$ cat src/rtl/irq_agg_pkg.sv
package irq_agg_pkg;

    parameter int ADDR_W      = 12;
    parameter int DATA_W      = 8;
    parameter int NUM_LEVELS  = 4;
    parameter int FIRST_LEVEL = 3;
    parameter int DEV_MAX     = 4;

    localparam int LVL_W   = (NUM_LEVELS > 1) ? $clog2(NUM_LEVELS) : 1;
    localparam int REQ_W   = NUM_LEVELS * DEV_MAX;
    localparam int OP_BIT  = DATA_W - 1;
    localparam int PAD_W   = DATA_W - DEV_MAX;

    localparam int REG_BASE  = 'h100;
    localparam int STRIDE    = 'h010;
    localparam int EN_OFFSET = 'h004;

    typedef logic [DEV_MAX-1:0] dev_mask_t;

    typedef enum logic [1:0] {
        ACC_NONE   = 2'd0,
        ACC_STATUS = 2'd1,
        ACC_ENABLE = 2'd2
    } acc_kind_t;

    typedef struct packed {
        acc_kind_t        kind;
        logic [LVL_W-1:0] lvl;
    } dec_t;

    // devices wired on each level, indexed from the first level
    function automatic int dev_count(int idx);
        case (idx)
            0:       return 1;
            1:       return 4;
            2:       return 2;
            3:       return 3;
            default: return DEV_MAX;
        endcase
    endfunction

    function automatic dev_mask_t used_mask(int idx);
        dev_mask_t m;
        m = '0;
        for (int d = 0; d < DEV_MAX; d++) begin
            if (d < dev_count(idx)) m[d] = 1'b1;
        end
        return m;
    endfunction

    function automatic logic [ADDR_W-1:0] status_addr(int idx);
        return ADDR_W'(REG_BASE + STRIDE * (FIRST_LEVEL + idx));
    endfunction

    function automatic logic [ADDR_W-1:0] enable_addr(int idx);
        return ADDR_W'(REG_BASE + STRIDE * (FIRST_LEVEL + idx) + EN_OFFSET);
    endfunction

endpackage

$ cat src/rtl/irq_agg_decode.sv
module irq_agg_decode
    import irq_agg_pkg::*;
(
    input  logic [ADDR_W-1:0] addr,
    output dec_t              dec
);

    always_comb begin
        dec.kind = ACC_NONE;
        dec.lvl  = '0;
        for (int k = 0; k < NUM_LEVELS; k++) begin
            if (addr == status_addr(k)) begin
                dec.kind = ACC_STATUS;
                dec.lvl  = LVL_W'(k);
            end else if (addr == enable_addr(k)) begin
                dec.kind = ACC_ENABLE;
                dec.lvl  = LVL_W'(k);
            end
        end
    end

endmodule

$ cat src/rtl/irq_agg_level.sv
module irq_agg_level
    import irq_agg_pkg::*;
#(
    parameter int LVL_IDX = 0
)(
    input  logic      clk,
    input  logic      rst,
    input  dev_mask_t req,
    input  logic      wr_set,
    input  logic      wr_clr,
    input  dev_mask_t wr_mask,
    output dev_mask_t stat_q,
    output dev_mask_t en_q,
    output logic      irq
);

    localparam dev_mask_t USED = used_mask(LVL_IDX);

    always_ff @(posedge clk) begin
        if (rst) begin
            stat_q <= '0;
            en_q   <= '0;
        end else begin
            stat_q <= req & USED;
            if (wr_set)
                en_q <= en_q | (wr_mask & USED);
            else if (wr_clr)
                en_q <= en_q & ~wr_mask;
        end
    end

    assign irq = |(stat_q & en_q);

    AST_SET_NO_DROP: assert property (@(posedge clk) disable iff (rst)
        wr_set |=> ((en_q & $past(en_q)) == $past(en_q)));

    AST_CLR_NO_RAISE: assert property (@(posedge clk) disable iff (rst)
        wr_clr |=> ((en_q & ~$past(en_q)) == '0));

    AST_EN_HOLD: assert property (@(posedge clk) disable iff (rst)
        (!wr_set && !wr_clr) |=> $stable(en_q));

    AST_STAT_TRACK: assert property (@(posedge clk) disable iff (rst)
        1'b1 |=> (stat_q == ($past(req) & USED)));

    AST_UNUSED_EN_LOW: assert property (@(posedge clk) disable iff (rst)
        wr_set |=> ((en_q & ~USED) == '0));

endmodule

$ cat src/rtl/irq_agg_readmux.sv
module irq_agg_readmux
    import irq_agg_pkg::*;
(
    input  logic                       clk,
    input  logic                       rst,
    input  logic                       rd_en,
    input  dec_t                       dec,
    input  dev_mask_t [NUM_LEVELS-1:0] stat_all,
    input  dev_mask_t [NUM_LEVELS-1:0] en_all,
    output logic      [DATA_W-1:0]     rd_data
);

    dev_mask_t sel;

    always_comb begin
        case (dec.kind)
            ACC_STATUS: sel = stat_all[dec.lvl];
            ACC_ENABLE: sel = en_all[dec.lvl];
            default:    sel = '0;
        endcase
    end

    always_ff @(posedge clk) begin
        if (rst)
            rd_data <= '0;
        else if (rd_en)
            rd_data <= {{PAD_W{1'b0}}, sel};
        else
            rd_data <= '0;
    end

    AST_RD_IDLE_ZERO: assert property (@(posedge clk) disable iff (rst)
        !rd_en |=> (rd_data == '0));

    AST_RD_UNMAPPED_ZERO: assert property (@(posedge clk) disable iff (rst)
        (rd_en && dec.kind == ACC_NONE) |=> (rd_data == '0));

endmodule

$ cat src/rtl/irq_agg_top.sv
module irq_agg_top
    import irq_agg_pkg::*;
(
    input  logic              clk,
    input  logic              rst,
    input  logic [ADDR_W-1:0] addr,
    input  logic              wr_en,
    input  logic [DATA_W-1:0] wr_data,
    input  logic              rd_en,
    output logic [DATA_W-1:0] rd_data,
    input  logic [REQ_W-1:0]  dev_req,
    output logic [NUM_LEVELS-1:0] irq
);

    dec_t                       dec;
    dev_mask_t [NUM_LEVELS-1:0] stat_all;
    dev_mask_t [NUM_LEVELS-1:0] en_all;
    logic      [NUM_LEVELS-1:0] lvl_wr;
    dev_mask_t                  wr_mask;
    logic                       wr_is_set;

    assign wr_mask   = wr_data[DEV_MAX-1:0];
    assign wr_is_set = wr_data[OP_BIT];

    irq_agg_decode u_decode (
        .addr (addr),
        .dec  (dec)
    );

    for (genvar k = 0; k < NUM_LEVELS; k++) begin : g_level
        assign lvl_wr[k] = wr_en && (dec.kind == ACC_ENABLE) &&
                           (dec.lvl == LVL_W'(k));

        irq_agg_level #(.LVL_IDX(k)) u_level (
            .clk     (clk),
            .rst     (rst),
            .req     (dev_req[k*DEV_MAX +: DEV_MAX]),
            .wr_set  (lvl_wr[k] && wr_is_set),
            .wr_clr  (lvl_wr[k] && !wr_is_set),
            .wr_mask (wr_mask),
            .stat_q  (stat_all[k]),
            .en_q    (en_all[k]),
            .irq     (irq[k])
        );
    end

    irq_agg_readmux u_readmux (
        .clk      (clk),
        .rst      (rst),
        .rd_en    (rd_en),
        .dec      (dec),
        .stat_all (stat_all),
        .en_all   (en_all),
        .rd_data  (rd_data)
    );

    AST_ONE_LEVEL_WR: assert property (@(posedge clk) disable iff (rst)
        $onehot0(lvl_wr));

    AST_NONEN_WR_HOLD: assert property (@(posedge clk) disable iff (rst)
        (wr_en && dec.kind != ACC_ENABLE) |=> $stable(en_all));

endmodule

$ cat config.mk
export PLATFORM = sky130hd
export DESIGN_NAME = irq_agg_top
export DESIGN_NICKNAME = d
export VERILOG_FILES = /design/src/rtl/irq_agg_pkg.sv /design/src/rtl/irq_agg_decode.sv /design/src/rtl/irq_agg_level.sv /design/src/rtl/irq_agg_readmux.sv /design/src/rtl/irq_agg_top.sv
export SDC_FILE = /design/constraint.sdc
export NUM_CORES = 1
export LEC_CHECK = 0
export ABC_AREA = 1
export CAP_MARGIN = 10
export CORE_UTILIZATION = 45
export DETAILED_ROUTE_END_ITERATION = 10
export PLACE_DENSITY_LB_ADDON = 0.05
export SYNTH_ARGS = -nofsm -noshare
export SYNTH_HDL_FRONTEND = slang
export SYNTH_SLANG_ARGS = --single-unit
$ cat constraint.sdc
create_clock -name clk -period 3.4 [get_ports clk]
set_input_delay 0.51 -clock clk [delete_from_list [all_inputs] [get_ports clk]]
set_output_delay 0.51 -clock clk [all_outputs]
set_load 0.02 [all_outputs]
==> Word-level counts from Yosys, hierarchy flattened <==
Cells that the tools add are included.
W data, S select, Z words.
{ "word_totals": {"regBits": 40, "input_bits": 40, "output_inout_bits": 12} }
{ "classes": {"magnitude_cmp": 1, "eq_ne": 13, "muxes": 21, "bitwise_logic": 14, "n_reduce_logical": 24} }
{ "op_table": {"columns": ["op", "n"], "rows": [
  ["$eq A12 B9 Y1 const B", 8],
  ["$mux W4", 18],
  ["$and A4 B4 Y4", 8],
  ["$bmux W4 S2", 2],
  ["$reduce_or A4 Y1", 4],
  ["$logic_and A1 B1 Y1", 13],
  ["$pmux W4 S2", 1],
  ["$reduce_bool A2 Y1", 4],
  ["$eq A2 B2 Y1 const B", 3],
  ["$eq A2 B1 Y1 const B", 2],
  ["$not A4 Y4", 1],
  ["$or A4 B1 Y4", 1],
  ["$or A4 B2 Y4", 1],
  ["$or A4 B3 Y4", 1],
  ["$or A4 B4 Y4", 1],
  ["$lt A2 B3 Y1 const B", 1],
  ["$logic_not A2 Y1", 1],
  ["$reduce_or A2 Y1", 1],
  ["$logic_not A1 Y1", 1],
  ["$not A1 Y1", 1]
]} }

==> Logic depth before layout (Yosys ltp) <==
Gate-level depths: netlist (run 1).
{ "logic_depth": {"word_depth": 15, "depth_mapped": 15, "ltp_nobuf": 14} }

==> Modules after synthesis <==
From an unflattened synthesis (run 1), not the netlist that was laid out.
{ "unflattened": {"cells_unflattened": 331, "hier_area_um2": 1925.6} }
{ "by_module_without_submodules": {"columns": ["mod", "n_inst", "cells_each", "area_each_um2", "seq_area_each_um2"], "rows": [
  ["irq_agg_readmux", 1, 121, 611.8, 80.1],
  ["irq_agg_level (g_level[1].u_level)", 1, 38, 281.5, 160.2],
  ["irq_agg_level (g_level[3].u_level)", 1, 36, 261.5, 140.1],
  ["irq_agg_level (g_level[2].u_level)", 1, 36, 245.2, 120.1],
  ["irq_agg_level (g_level[0].u_level)", 1, 38, 239.0, 100.1],
  ["irq_agg_decode", 1, 40, 196.4, 0.0],
  ["irq_agg_top", 1, 22, 90.1, 0.0]
]} }

==> Least setup slack after synthesis (run 1) <==
Ideal clock, no wire load.
{ "synth_path": {"path_type": "input to register", "start": "in addr[5]", "end": "reg with a tool-made name", "setup_ns": 0.128, "arrival_time_ns": 1.841, "slack_ns": 1.431, "cell_stages": 14, "n_path_buf": 1, "cell_sequence": "buf_6 -> nand2_1 -> o21ai_0 -> a21oi_1 -> inv_1 -> nor2_1 -> ha_1 -> nand2_1 -> inv_1 -> nand2_1 -> nor2_1 -> nand2_1 -> o21ai_0 -> nor2_1"} }
{ "synth_rtl": {"columns": ["element", "line_no", "text"], "rows": [
  ["from (decl)", "irq_agg_top.sv:6", "input logic [ADDR_W-1:0] addr,"]
]} }

==> summary.md, run 1 <==
| Metric | Value |
|---|---|
| Final Cycle Share | 0.725 |
| Reg power frac | 0.498 |
| Tmin final | 2.47 ns |
| Netlist Area Pre-Place | 1640 um^2 |
| Setup WS pre-CTS | 0.603 ns |
| Final Setup Violations | 0 |
| Final Max Tran Viols | 0 |
| Critical Path AT | 2.70 ns |
| GRT overflow | 0 |
| CTS root buf | clkbuf_4 |
| Critical-path cell list | clkdlybuf4s50_1, nand2_1, o21ai_0, a21oi_1, inv_1, nor2_1, inv_1, ha_1, nand2_1, inv_1, nand2_1, nor2_1, nand2_1, o21ai_0, nor2_1 |
| Gate power share | 0.105 |
| Number of buffers created by CTS | 5 |
| Total track usage | 0.212 |
| FP Rows | 21 |
| # fillers | 323 |
| Latest clock arrival within the worst-skew pair | 0.34 ns |
| Cell area power density | 348 nW/um^2 |
| Leak Pwr | 0.958 nW |
| CTS Hold Bufs | 0 |
| Post-CTS sizing | 0 |
| Worst setup margin | 0.934 ns |
| Cell family with most CP delay | buffers and inverters |
| N_diodes | 0 |
| Critical-path maximum fanout | 9 |
| Synth Warn # | 0 |
| Starting DRT DRC Count | 116 |
| Clk slew on worst S/H paths | 0.09 ns |
| Setup_tns | 0 ns |
| DR vias/cell | 4.72 |
| Clk network pwr share | 0.397 |
| Synth area leaders | dfxtp_1 (37%), nand2_1 (11%), inv_1 (9.6%) |
| Crit path capture type | flop |
| Post-synth EDFFs | 0 |
| Unrepaired setup endpoints after global routing | false |
| CP dominant cell by count | nand2_1 |
| Cell with the most instances after synthesis | nand2_1 |
| WP buf/inv | 4 |
| Sequential element share of the synthesized area | 0.367 |
| First-pass GRT wire length | 6330 um |
| Die height | 62.3 um |
| Primary FF master, synth | dfxtp_1 |
| Share of layout cells above drive strength 1 | 0.0753 |
| DPL Wire Length | 2830 um |
| Final wirelength | 3610 um |
| Num ports | 52 |
| H-tree depth | 2 |
| R2r setup slk | 2.51 ns |
| First-pass DRT Iterations | 4 |
| Worst vdd ir | 0.198 mV |
| CTS tree | done |
| Synth area leader | dfxtp_1 |
| Initial antenna violation count | 0 |
| WHS Endpoint | g_level[2].u_level.en_q[2]$_SDFFE_PP0P_ |
| Yosys top cell area share | 0.367 |
| Gate Count Post-Synth | 242 |
| Gp weighted congestion | 0.893 |
| R2R cell count | 4 |
| Vias post-DR | 1,534 |
| Critical-path top delay cell | clkdlybuf4s50_1 |
| Die Footprint | 3880 um^2 |
| Asr flop ratio synth | 0 |
| # Max-Cap Violations | 0 |
| Pint | 0.000568 W |
| Synthesized flop and latch total | 30 |
| Hold path cells | 2 |
| Hold path start | g_level[2].u_level.en_q[2]$_SDFFE_PP0P_ |
| R2R Path End | u_readmux.rd_data[2]$_SDFF_PP0_ |
| Setup CP Type | primary input to flop |
| Final nets | 321 |
| CTS Buffer Depth | 2 |
| Post-synth cell types | 27 |
| Outcome | complete, no violations |
| Net Sw Power | 0.000157 W |
| ANT nets after route | 0 |
| Worst Path Required | 3.63 ns |
| CTS sink count | 30 |
| Most frequent cells after synthesis | nand2_1 (49), inv_1 (42), dfxtp_1 (30), nor2_1 (29) |
| HP Class | flop to flop |
| Critical path startpoint category | primary input |
| Die width | 62.3 um |
| Setup Skew | 0.0148 ns |
| Synthesis-to-finish area growth | 27.4% |
| # DRC | 0 |
| Number of setup buffers added after CTS | 0 |
| Core Footprint | 3420 um^2 |
| Post-Syn Area per Cell | 6.76 um^2 |
| Switch share | 0.217 |
| Peak Freq | 0.406 GHz |
| DR WL/cell | 11.1 um |
| Vias in the first global route | 1,424 |
| PortBufs | 38 |
| Initial core utilization | 0.479 |
| Largest net degree at the start of global routing | 21 |
| Final Hold Fails | 0 |
| CP peak stage delay | 0.70 ns |
==> stage by stage <==
stage / hold WS, ns / std cells / power (W) / util / area [um^2]
floorplan: 0.423 / 245 / 0.000405 / - / 1650
global placement: 0.453 / 318 / 0.000445 / 0.586 / 2000
detailed placement: 0.454 / 318 / 0.000445 / 0.586 / 2000
CTS: 0.466 / 325 / 0.000732 / 0.610 / 2080
global route: 0.493 / 325 / 0.000757 / 0.610 / 2080
finish: 0.466 / 325 / 0.000725 / 0.610 / 2080
==> power groups by stage <==
stage | registers [W] | clock network [W] | logic, W
2_1_floorplan | 0.000368 | 0 | 0.0000370
3_3_place_gp | 0.000369 | 0 | 0.0000754
3_5_place_dp | 0.000369 | 0 | 0.0000757
4_1_cts | 0.000361 | 0.000295 | 0.0000761
5_1_grt | 0.000362 | 0.000310 | 0.0000847
6_report | 0.000361 | 0.000288 | 0.0000759
==> routing by layer <==
| layer | GRT usage | vias up | wire length (um) |
|---|---|---|---|
| met4 | 0.0959 | 0 | 71 |
| li1 | - | 831 | - |
| met3 | 0.0515 | 7 | 198 |
| met1 | 0.286 | 647 | 1810 |
| met2 | 0.320 | 49 | 1530 |
| met5 | 0 | - | 0 |
==> layout make-up <==
type	instances	area (um^2)	share of cell area
clock buffers	6	51.3	0.0246
clock inverters	1	30.0	0.0144
inverters	44	165	0.0793
multi-input cells	158	783	0.376
flip-flops and latches	30	601	0.288
well taps	46	57.6	0.0276
repair buffers	40	395	0.190
==> worst max-delay path by stage <==
stage | startpoint | endpoint | depth (start not counted)
3_3_place_gp | addr[5] | flop | 15
6_report | addr[5] | flop | 15
3_5_place_dp | addr[5] | flop | 15
4_1_cts | addr[5] | flop | 15
2_1_floorplan | addr[5] | flop | 14
5_1_grt | addr[5] | flop | 15
==> cell usage in the layout, fill, tap and decap left out, types with 4 or more instances in the layout <==
cell type / n
conb_1: 4
o21ai_0: 12
nand3_1: 11
nand2_1: 49
inv_1: 42
nor3_1: 8
clkbuf_4: 5
nand4_1: 13
nor2_1: 29
clkdlybuf4s50_1: 38
a21oi_1: 13
dfxtp_1: 30
==> cell families after synthesis <==
group | share of synthesized area
compound gates | 0.120
fa+ha+maj | 0.0153
buf+inv | 0.161
flops | 0.367
other cells | 0.00229
simple gates | 0.334
==> worst min-delay path: stages (launching register included) <==
cell and delay [ns]:
dfxtp_1 0.33, o31ai_1 0.06, nor2_1 0.04
(Power assumes the default switching activity.)
==> run 2, diff against run 1 <==
- CORE_UTILIZATION: 45 -> 41
- clock period: 3.4 -> 2.2 ns (I/O delays scaled with it)
==> run 2 against run 1 <==
  * Clock-buffer cell count rose by 1
  * Sequential share of layout area fell by 1.0 points
  * Via count rose by 3.7%
  * Register-to-register slack got worse by 1.2 ns
  * Clock skew fell by 0.013 ns
  * Die area rose by 9.4%
  * Cell area rose by 3.6%
==> summary.md, run 2 (same netlist as run 1, synthesis figures left out) <==
| Metric | Value |
|---|---|
| Outcome | complete, no violations |
| Starting DRT DRC Count | 109 |
| Critical-path maximum fanout | 5 |
| # Max-Cap Violations | 0 |
| Crit path capture type | flop |
| CTS Buffer Depth | 2 |
| Most common cell after layout, fill and taps aside | nand2_1 |
| Setup CP Type | primary input to flop |
| HP Class | flop to flop |
| DPL Wire Length | 3020 um |
| Instance count on the critical path | 14 |
| Die Footprint | 4250 um^2 |
| Unrepaired setup endpoints after global routing | false |
| N_diodes | 0 |
| Vias post-DR | 1,591 |
| Critical path startpoint category | primary input |
| Number of setup buffers added after CTS | 0 |
| ANT nets after route | 0 |
| Number of buffers created by CTS | 5 |
| Critical-path top delay cell | clkdlybuf4s50_1 |
| Leak Pwr | 0.998 nW |
| CP startpoint | addr[5] |
| WP buf/inv | 5 |
| Cell family with most CP delay | buffers and inverters |
| Tmin final | 1.94 ns |
| Peak Freq | 0.516 GHz |
| Setup WS pre-CTS | -0.0765 ns |
| Clk slew on worst S/H paths | 0.06 ns |
| Final Cycle Share | 0.882 |
| H-tree depth | 2 |
| GRT overflow | 0 |
| # DRC | 0 |
| Latest clock arrival within the worst-skew pair | 0.27 ns |
| Commonest cells after routing, fill and taps aside | nand2_1 (48), inv_1 (41), clkdlybuf4s50_1 (38) |
| Vias in the first global route | 1,373 |
| Final Setup Violations | 0 |
| Gp weighted congestion | 0.911 |
| Synthesis-to-finish area growth | 32.0% |
| R2r setup slk | 1.30 ns |
| Die width | 65.2 um |
| CTS root buf | clkbuf_8 |
| # fillers | 392 |
| Num ports | 52 |
| Final nets | 329 |
| Worst Path Required | 2.36 ns |
| CP peak stage delay | 0.43 ns |
| Initial core utilization | 0.437 |
| Setup_tns | 0 ns |
| DR vias/cell | 4.74 |
| Final Hold Fails | 0 |
| Cell area power density | 521 nW/um^2 |
| DR WL/cell | 11.2 um |
| Final wirelength | 3770 um |
| Initial antenna violation count | 0 |
| R2R Path End | u_readmux.rd_data[2]$_SDFF_PP0_ |
| Critical Path AT | 2.10 ns |
| Share of layout cells above drive strength 1 | 0.108 |
| FP Rows | 22 |
| R2R cell count | 4 |
| Worst setup margin | 0.260 ns |
| First-pass DRT Iterations | 5 |
| Final Max Tran Viols | 0 |
| CTS tree | done |
| Largest net degree at the start of global routing | 18 |
| First-pass GRT wire length | 6350 um |
| Dpl cell area | 2060 um^2 |
| PortBufs | 38 |
| CTS sink count | 30 |
| Core Footprint | 3740 um^2 |
| Critical-path cell list | clkdlybuf4s50_1, nand2_2, o21ai_0, a21oi_1, inv_1, nor2_1, inv_1, ha_1, nand2_1, inv_2, nand2_2, inv_2, a21oi_1, nor3_1 |
| Total track usage | 0.201 |
| Worst vdd ir | 0.418 mV |
| Setup Skew | 0.00205 ns |
| Die height | 65.2 um |
| Post-route cell area | 2160 um^2 |
==> run 2: cell types whose count changed in the layout (fill, tap and decap cells not counted) <==
cell	before	now
buf_4	2	10
bufinv_16	1	0
clkbuf_1	0	1
clkbuf_4	5	0
clkbuf_8	1	6
clkinv_2	0	1
inv_1	42	41
inv_2	2	3
nand2_1	49	48
nand2_2	2	3
==> run 2: layer usage <==
metal / vias to the layer above / share of wire / track usage
li1: 846 / - / -
met4: 0 / 0.0066 / 0.0489
met1: 701 / 0.51 / 0.278
met2: 42 / 0.44 / 0.298
met5: - / 0 / 0
met3: 2 / 0.047 / 0.0677
==> run 2: cell type report <==
class                   count  area [um^2]  share of cell area
clock buffers               7         86.3              0.0400
clock inverters             1         5.00             0.00232
inverters                  44          165              0.0765
multi-input cells         158          786               0.364
flip-flops and latches     30          601               0.278
well taps                  48         60.1              0.0278
repair buffers             48          455               0.211
==> run 2: worst min path at each step <==
stage,startpoint,to,slack (ns),cells after the start
global route,g_level[0].u_level.en_q[1]$_SDFFE_PP0P_,g_level[0].u_level.en_q[1]$_SDFFE_PP0P_,0.48,2
finish,g_level[2].u_level.en_q[3]$_SDFFE_PP0P_,g_level[2].u_level.en_q[3]$_SDFFE_PP0P_,0.46,2
floorplan,g_level[2].u_level.en_q[2]$_SDFFE_PP0P_,g_level[2].u_level.en_q[2]$_SDFFE_PP0P_,0.42,2
global placement,g_level[2].u_level.en_q[2]$_SDFFE_PP0P_,g_level[2].u_level.en_q[2]$_SDFFE_PP0P_,0.45,2
detailed placement,g_level[2].u_level.en_q[3]$_SDFFE_PP0P_,g_level[2].u_level.en_q[3]$_SDFFE_PP0P_,0.44,2
CTS,g_level[2].u_level.en_q[3]$_SDFFE_PP0P_,g_level[2].u_level.en_q[3]$_SDFFE_PP0P_,0.45,2
==> run 2: power by group <==
part / leakage [nW] / switching (W) / internal, W
clock network: 0.0482 / 0.000189 / 0.000252
logic: 0.705 / 0.0000587 / 0.0000657
registers: 0.244 / 0.00000585 / 0.000553
total: 0.998 / 0.000254 / 0.000871
==> run 2: worst reg2reg max path, cell delays in order, from the launching register on <==
cell and delay, ns:
dfxtp_1 0.40, nand4_1 0.13, nand2_1 0.08, o21ai_0 0.08
a21oi_1 0.14
==> run 2: repair_timing <==
action                     CTS  global route
gates resized for setup      0             2
hold buffers                 0             0
setup endpoints to repair    0             7
==> run 2: per-stage QoR <==
stage	hold WS, ns	utilization	total power [W]	instances
2_1_floorplan	0.423	-	0.000626	245
3_3_place_gp	0.446	0.551	0.000694	328
3_5_place_dp	0.443	0.551	0.000694	328
4_1_cts	0.455	0.576	0.00113	336
5_1_grt	0.484	0.577	0.00119	336
6_report	0.456	0.577	0.00112	336
